[src/rtl/disp_front_pkg.sv]
// Package: shared opcodes, sizes and draw-parameter defaults for the
// display controller command front end.
package disp_front_pkg;

    localparam int          DRAW_BYTES   = 11;
    localparam logic [7:0]  OP_START     = 8'h6B;
    localparam logic [7:0]  OP_STOP      = 8'h0C;
    localparam logic [7:0]  OP_SYNC_ON   = 8'h0F;
    localparam logic [7:0]  OP_SYNC_OFF  = 8'h0E;
    localparam logic [7:0]  OP_VSETUP    = 8'h4C;
    localparam logic [7:0]  OP_FIGURE    = 8'h6C;
    localparam logic [7:0]  OP_TEXT      = 8'h68;
    localparam logic [7:0]  WR_MASK      = 8'hE4;
    localparam logic [7:0]  WR_MATCH     = 8'h20;

    // Where parameter bytes go after the most recent command
    typedef enum logic [1:0] {
        TGT_NONE,
        TGT_WRITE,
        TGT_VSETUP
    } par_target_e;

    // Default value of draw byte idx, restored after each draw
    function automatic logic [7:0] draw_default(input int idx);
        if (idx == 3 || idx == 5)
            return 8'h08;
        else if (idx >= 7)
            return 8'hFF;
        else
            return 8'h00;
    endfunction

    // All draw bytes flattened, byte 0 lowest
    function automatic logic [8*DRAW_BYTES-1:0] draw_defaults_flat();
        logic [8*DRAW_BYTES-1:0] v;
        v = '0;
        for (int i = 0; i < DRAW_BYTES; i++)
            v[8*i +: 8] = draw_default(i);
        return v;
    endfunction

endpackage

[src/rtl/cmd_fifo.sv]
// Module: cmd_fifo
// Flagged-entry queue shared by the command and parameter ports.
// Assumes DEPTH is a power of two. A push while full is discarded; a push
// and a pop in the same cycle are both honoured when the queue is not full.
module cmd_fifo #(
    parameter int DEPTH = 16,
    parameter int WIDTH = 9
) (
    input  logic             clk,
    input  logic             rst_n,
    input  logic             push,
    input  logic [WIDTH-1:0] push_data,
    input  logic             pop,
    output logic [WIDTH-1:0] head,
    output logic             empty,
    output logic             full
);
    localparam int AW = $clog2(DEPTH);
    localparam int CW = $clog2(DEPTH + 1);

    logic [WIDTH-1:0] mem [DEPTH];
    logic [AW-1:0]    wptr, rptr;
    logic [CW-1:0]    count;
    logic             do_push, do_pop;

    assign full    = (count == CW'(DEPTH));
    assign empty   = (count == '0);
    assign do_push = push && !full;
    assign do_pop  = pop && !empty;
    assign head    = mem[rptr];

    // Pointer and occupancy update
    always_ff @(posedge clk) begin
        if (!rst_n) begin
            wptr  <= '0;
            rptr  <= '0;
            count <= '0;
        end else begin
            if (do_push) wptr <= wptr + 1'b1;
            if (do_pop)  rptr <= rptr + 1'b1;
            count <= count + CW'(do_push) - CW'(do_pop);
        end
    end

    // Entry storage
    always_ff @(posedge clk) begin
        if (do_push) mem[wptr] <= push_data;
    end

endmodule

[src/rtl/front_decoder.sv]
// Module: front_decoder
// Decodes one queued entry per valid cycle. It handles the display on/off
// commands, gathers write data groups, fills the draw parameter block and
// issues the draw strobes. Assumes entry bit 8 marks a command.
// IS_SLAVE = 0 suppresses the write and draw strobes.
module front_decoder
    import disp_front_pkg::*;
#(
    parameter int WR_BYTES = 2,
    parameter bit IS_SLAVE = 1'b1
) (
    input  logic                      clk,
    input  logic                      rst_n,
    input  logic                      valid,
    input  logic [8:0]                entry,
    output logic                      display_en,
    output logic                      write_strobe,
    output logic [7:0]                write_mode,
    output logic [8*WR_BYTES-1:0]     write_data,
    output logic                      draw_strobe,
    output logic                      draw_text,
    output logic [3:0]                draw_ops,
    output logic [8*DRAW_BYTES-1:0]   draw_par
);
    localparam int WCW = $clog2(WR_BYTES + 1);
    localparam int VIW = $clog2(DRAW_BYTES + 1);

    par_target_e            target;
    logic [WCW-1:0]         wr_cnt;
    logic [VIW-1:0]         vidx;
    logic [8*WR_BYTES-1:0]  wr_buf;
    logic [8*WR_BYTES-1:0]  wr_next;
    logic [7:0]             par [DRAW_BYTES];
    logic                   is_cmd;
    logic [7:0]             byte_in;
    logic                   wr_match;

    assign is_cmd   = entry[8];
    assign byte_in  = entry[7:0];
    assign wr_next  = {byte_in, wr_buf} >> 8;
    assign wr_match = IS_SLAVE && ((write_mode & WR_MASK) == WR_MATCH);

    // Flatten the parameter store onto the output bus
    for (genvar g = 0; g < DRAW_BYTES; g++) begin : g_flat
        assign draw_par[8*g +: 8] = par[g];
    end

    // Command decode and parameter routing
    always_ff @(posedge clk) begin
        if (!rst_n) begin
            target       <= TGT_NONE;
            wr_cnt       <= '0;
            vidx         <= '0;
            wr_buf       <= '0;
            display_en   <= 1'b0;
            write_strobe <= 1'b0;
            write_mode   <= 8'h00;
            write_data   <= '0;
            draw_strobe  <= 1'b0;
            draw_text    <= 1'b0;
            draw_ops     <= 4'h0;
            for (int i = 0; i < DRAW_BYTES; i++)
                par[i] <= draw_default(i);
        end else begin
            write_strobe <= 1'b0;
            draw_strobe  <= 1'b0;
            if (valid && is_cmd) begin
                wr_cnt <= '0;
                vidx   <= '0;
                target <= TGT_NONE;
                if (byte_in[6:5] == 2'b01) begin
                    write_mode <= byte_in;
                    target     <= TGT_WRITE;
                end
                case (byte_in)
                    OP_START, OP_SYNC_ON:  display_en <= 1'b1;
                    OP_STOP, OP_SYNC_OFF:  display_en <= 1'b0;
                    OP_VSETUP:             target     <= TGT_VSETUP;
                    OP_FIGURE, OP_TEXT: begin
                        if (IS_SLAVE) begin
                            draw_strobe <= 1'b1;
                            draw_text   <= (byte_in == OP_TEXT);
                            draw_ops    <= par[0][6:3];
                            for (int i = 1; i < DRAW_BYTES; i++)
                                par[i] <= draw_default(i);
                        end
                    end
                    default: ;
                endcase
            end else if (valid) begin
                case (target)
                    TGT_WRITE: begin
                        wr_buf <= wr_next;
                        if (wr_cnt == WCW'(WR_BYTES - 1)) begin
                            wr_cnt <= '0;
                            if (wr_match) begin
                                write_strobe <= 1'b1;
                                write_data   <= wr_next;
                            end
                        end else begin
                            wr_cnt <= wr_cnt + 1'b1;
                        end
                    end
                    TGT_VSETUP: begin
                        if (vidx < VIW'(DRAW_BYTES)) begin
                            par[vidx] <= byte_in;
                            vidx      <= vidx + 1'b1;
                        end
                    end
                    default: ;
                endcase
            end
        end
    end

endmodule

[src/rtl/status_gen.sv]
// Module: status_gen
// Builds the status byte from raster timing inputs and queue flags.
// Purely combinational; a raster period of zero reports no horizontal blank.
module status_gen #(
    parameter int TIME_W = 16
) (
    input  logic [TIME_W-1:0] raster_period,
    input  logic [TIME_W-1:0] hsync_period,
    input  logic [TIME_W-1:0] frame_remain,
    input  logic              vsync_in,
    input  logic              drawing_in,
    input  logic              q_empty,
    input  logic              q_full,
    output logic [7:0]        status
);
    logic [TIME_W-1:0] line_pos;
    logic              hblank;

    // Position within the current raster line and blank decision
    always_comb begin
        line_pos = (raster_period != '0) ? (frame_remain % raster_period) : '0;
        hblank   = (raster_period != '0) && (line_pos < hsync_period);
    end

    assign status = {1'b1, hblank, vsync_in, 1'b0, drawing_in, q_empty, q_full, 1'b0};

endmodule

[src/rtl/disp_cmd_front.sv]
// Module: disp_cmd_front (top)
// Command and parameter ports feeding a flagged queue, a decoder and a status
// byte. Assumes the command port has priority when both ports write in the
// same cycle, and that the decoder is held while drawing_in is high.
module disp_cmd_front
    import disp_front_pkg::*;
#(
    parameter int FIFO_DEPTH = 16,
    parameter int WR_BYTES   = 2,
    parameter int TIME_W     = 16,
    parameter bit IS_SLAVE   = 1'b1
) (
    input  logic                     clk,
    input  logic                     rst_n,
    input  logic                     cmd_wr,
    input  logic                     par_wr,
    input  logic [7:0]               wr_data,
    input  logic                     drawing_in,
    input  logic                     vsync_in,
    input  logic [TIME_W-1:0]        raster_period,
    input  logic [TIME_W-1:0]        hsync_period,
    input  logic [TIME_W-1:0]        frame_remain,
    output logic [7:0]               status,
    output logic                     display_en,
    output logic                     write_strobe,
    output logic [7:0]               write_mode,
    output logic [8*WR_BYTES-1:0]    write_data,
    output logic                     draw_strobe,
    output logic                     draw_text,
    output logic [3:0]               draw_ops,
    output logic [8*DRAW_BYTES-1:0]  draw_par
);
    logic [8:0] head;
    logic       q_empty, q_full, pop;

    assign pop = !q_empty && !drawing_in;

    cmd_fifo #(.DEPTH(FIFO_DEPTH), .WIDTH(9)) u_fifo (
        .clk       (clk),
        .rst_n     (rst_n),
        .push      (cmd_wr || par_wr),
        .push_data ({cmd_wr, wr_data}),
        .pop       (pop),
        .head      (head),
        .empty     (q_empty),
        .full      (q_full)
    );

    front_decoder #(.WR_BYTES(WR_BYTES), .IS_SLAVE(IS_SLAVE)) u_dec (
        .clk          (clk),
        .rst_n        (rst_n),
        .valid        (pop),
        .entry        (head),
        .display_en   (display_en),
        .write_strobe (write_strobe),
        .write_mode   (write_mode),
        .write_data   (write_data),
        .draw_strobe  (draw_strobe),
        .draw_text    (draw_text),
        .draw_ops     (draw_ops),
        .draw_par     (draw_par)
    );

    status_gen #(.TIME_W(TIME_W)) u_status (
        .raster_period (raster_period),
        .hsync_period  (hsync_period),
        .frame_remain  (frame_remain),
        .vsync_in      (vsync_in),
        .drawing_in    (drawing_in),
        .q_empty       (q_empty),
        .q_full        (q_full),
        .status        (status)
    );

endmodule

[config.mk]
export PLATFORM = sky130hd
export DESIGN_NAME = disp_cmd_front
export DESIGN_NICKNAME = d
export VERILOG_FILES = /design/src/rtl/disp_front_pkg.sv /design/src/rtl/cmd_fifo.sv /design/src/rtl/front_decoder.sv /design/src/rtl/status_gen.sv /design/src/rtl/disp_cmd_front.sv
export SDC_FILE = /design/constraint.sdc
export NUM_CORES = 1
export LEC_CHECK = 0
export ABC_CLOCK_PERIOD_IN_PS = 60900
export CAP_MARGIN = 20
export CORE_ASPECT_RATIO = 0.7
export CORE_MARGIN = 2
export CORE_UTILIZATION = 39
export CTS_CLUSTER_DIAMETER = 30
export CTS_CLUSTER_SIZE = 8
export DETAILED_ROUTE_END_ITERATION = 6
export SYNTH_ARGS = -nofsm -noshare
export SYNTH_HDL_FRONTEND = slang
export SYNTH_SLANG_ARGS = --single-unit
[constraint.sdc]
create_clock -name clk -period 60.9 [get_ports clk]
set_input_delay 15.225 -clock clk [delete_from_list [all_inputs] [get_ports clk]]
set_output_delay 15.225 -clock clk [all_outputs]
set_load 0.02 [all_outputs]
==> metrics.md <==
| Metric | Value |
|---|---|
| Max IR drop VDD | `27.8 uV` |
| Ports | `190` |
| Hold Violations, Final | `0` |
| TritonCTS Buffers | `46` |
| Core Region | `49,500 um^2` |
| Commonest non-fill, non-tap cell in the layout | `edfxtp_1` |
| GR Layer Usage met1 | `32.8%` |
| Top_reg_cell synth | `edfxtp_1` |
| Number of global-route vias before repair | `15,700` |
| Worst path required time | `45.68 ns` |
| Area grow syn2layout | `23.5%` |
| CTS tree | `built` |
| Synthesis warning total | `0` |
| Achievable frequency | `16.9 MHz` |
| XOR/XNOR Fraction of Synth Area | `4.10%` |
| Place WS | `-0.900 ns` |
| Final #Nets | `2,400` |
| Post-Synthesis Cells | `1,936` |
| Number of DRC markers in iteration 0 | `1,397` |
| Via density | `5.61` |
| M3 GR Usage | `4.31%` |
| DRC | `0` |
| Routed WL per cell | `20.9 um` |
| Synth Register Bits | `297` |
| Max_cap viols | `0` |
| First-pass GRT wire length | `90,600 um` |
| Synth top area share | `35.5%` |
| Status | `finished, final reports clean` |
| Gpl congestion | `0.936` |
| Critical path class | `in2out` |
| Top post-synthesis cells by area | `edfxtp_1 (35%), ha_1 (11%), dfxtp_1 (6.6%)` |
| Die ar. | `52,200 um^2` |
| Max Buffers Root-to-Sink | `3` |
| Final-report max-slew violation count | `0` |
| Post-synth EDFFs | `232` |
| Final core occ | `49.0%` |
| Total power | `0.000728 W` |
| Post-route cell area | `24,300 um^2` |
| Clock Sinks | `297` |
| Via count | `16,000` |
| Commonest cells after routing, fill and taps aside | `edfxtp_1 (232), nand2_1 (189), nor2_1 (184)` |
| Initial antenna violation count | `2` |
| Main combinational cell family by area after synthesis | `simple AND/OR/NAND/NOR gates` |
| Worst clock skew | `0.0399 ns` |
| Fin crit share | `97.4%` |
| Worst-margin pin slew | `1.07 ns` |
| Post-Synth Simple-Gate Area | `15.8%` |
| FFs w/ async S/R, synth | `0%` |
| H-tree depth | `2` |
| GRT busiest layer | `met2` |
| Gr usage total | `22.2%` |
| Clk_lat worst skew | `0.57 ns` |
| Final WS setup | `1.61 ns` |
| CP max stage delay | `0.61 ns` |
| Data arrival, critical path | `44.07 ns` |
| Root Buffer Master | `clkbuf_16` |
| Grt met2 use | `33.6%` |
| Dominant cell type by area after synthesis | `edfxtp_1` |
| Max_slew headroom | `28.7%` |
| PortBufs | `184` |
| Adder-Cell Fraction of Synth Area | `10.8%` |
| Share of layout cells above drive strength 1 | `12.9%` |
| Clock slew at reported path FFs | `0.05 ns` |
| Start point of the critical path | `raster_period[6]` |
| Leakage Power | `9.17 nW` |
| Syn Std Cell Area | `19,700 um^2` |
| Remaining antenna violation count | `0` |
| HP Class | `reg2reg` |
| Area post-placement | `22,500 um^2` |
| Crit path top cell by count | `ha_1` |
| Initial Utilization | `39.7%` |
| Hold buffers post-CTS | `0` |
| Chip Height | `192 um` |
| Pin count of the biggest net entering global routing | `60` |
| Synth Area in Compound Gates | `15.0%` |
| Final wirelength | `59,600 um` |
| Synth cell types | `86` |
| Setup Viol. Count Final | `0` |
| CP max-delay cell | `or4_4` |
| Post-synthesis mux area share | `8.44%` |
| Register area share after synthesis | `42.1%` |
| CP Capture Type | `output port` |
| First-pass DRT Iterations | `5` |
| Hold_sp | `u_dec.display_en$_SDFFE_PN0P_` |
| PwrDens | `30.0 nW/um^2` |
| Critical-path maximum fanout | `18` |
| Final TNS setup | `0 ns` |
| Global route overflow | `0` |
| Row Count | `68` |
| Syn Area/Cell | `10.1 um^2` |
| HPWL after DPL | `44,400 um` |
| Crit start category | `input port` |
| Tmin final | `59.29 ns` |
| Die Wd | `272 um` |
[through the flow]
step | instances | hold WS (ns)
floorplan | 1937 | 0.448
global placement | 2770 | 0.468
detailed placement | 2771 | 0.469
CTS | 2844 | 0.485
global route | 2857 | 0.508
finish | 2857 | 0.484
[area by class of cell]
type	instances	area [um^2]
fill	4564	25200
multi-input combinational	1459	11000
sequential	297	8270
timing repair buffer	265	2480
clock buffer	60	1230
tap	665	832
inverter	100	375
clock inverter	9	113
antenna	2	5.00
[worst max-delay path, delay by kind of cell]
kind | cells | cell delay [ns]
adder cells (fa/ha/maj) | 16 | 4.99
AND/OR/NAND/NOR | 37 | 6.16
multiplexers | 1 | 0.33
buffers and inverters | 15 | 3.00
AO/OA/AOI/OAI | 65 | 14.38
[where the power goes]
group / internal, W / switching [W]
sequential: 0.000231 / 0.00000491
clock: 0.000141 / 0.0000877
combinational: 0.000106 / 0.000157
total: 0.000478 / 0.000250
[flip-flops by register name, summed over array words and instances (netlist names), 2 cells and up, named ones only]
| register | flops |
|---|---|
| u_dec.draw_ops | 4 |
| u_dec.par | 88 |
| u_fifo.count | 5 |
| u_dec.write_mode | 8 |
| u_dec.write_data | 16 |
| u_dec.target | 2 |
| u_dec.vidx | 4 |
| u_fifo.rptr | 4 |
| u_dec.wr_cnt | 2 |
| u_fifo.wptr | 4 |
| u_fifo.mem | 144 |
| u_dec.wr_buf | 8 |
[cell families (layout without fill, tap and decap cells)]
group / Yosys count / after routing
adder cells (fa/ha/maj): 169 / 169
flip-flops: 297 / 297
buffers and inverters: 181 / 434
multiplexers: 116 / 116
XOR/XNOR: 92 / 92
AO/OA/AOI/OAI: 428 / 428
other: 2 / 5
AND/OR/NAND/NOR: 651 / 651
[timing repair]
item / 4_1_cts / 5_1_grt
pin swaps: 2 / 7
resized for setup: 11 / 60
buffers inserted: 4 / 10
setup endpoints to repair: 1 / 1
[cell usage after synthesis, types with 52 or more instances]
| cell | number |
|---|---|
| mux2i_1 | 52 |
| nor2_1 | 187 |
| edfxtp_1 | 232 |
| a21oi_1 | 92 |
| clkbuf_1 | 57 |
| o21ai_0 | 82 |
| ha_1 | 167 |
| nand2_1 | 189 |
| inv_1 | 100 |
| dfxtp_1 | 65 |
| nor3_1 | 53 |
| xnor2_1 | 57 |
[final timing paths]
| path | end | slack, ns | cells past startpoint |
|---|---|---|---|
| min reg2reg | u_dec.display_en$_SDFFE_PN0P_ | 0.48 | 2 |
| max | status[6] | 1.61 | 134 |
| min | u_dec.display_en$_SDFFE_PN0P_ | 0.48 | 2 |
| max reg2reg | u_dec.par[0][2]$_SDFFCE_PN0P_ | 56.20 | 10 |
[layer usage]
metal / vias to the layer above / wire [um]
met5: - / 0
li1: 7637 / -
met2: 542 / 26100
met1: 7780 / 28500
met4: 0 / 982
met3: 71 / 4020
Power figures use the tool's default switching activity.
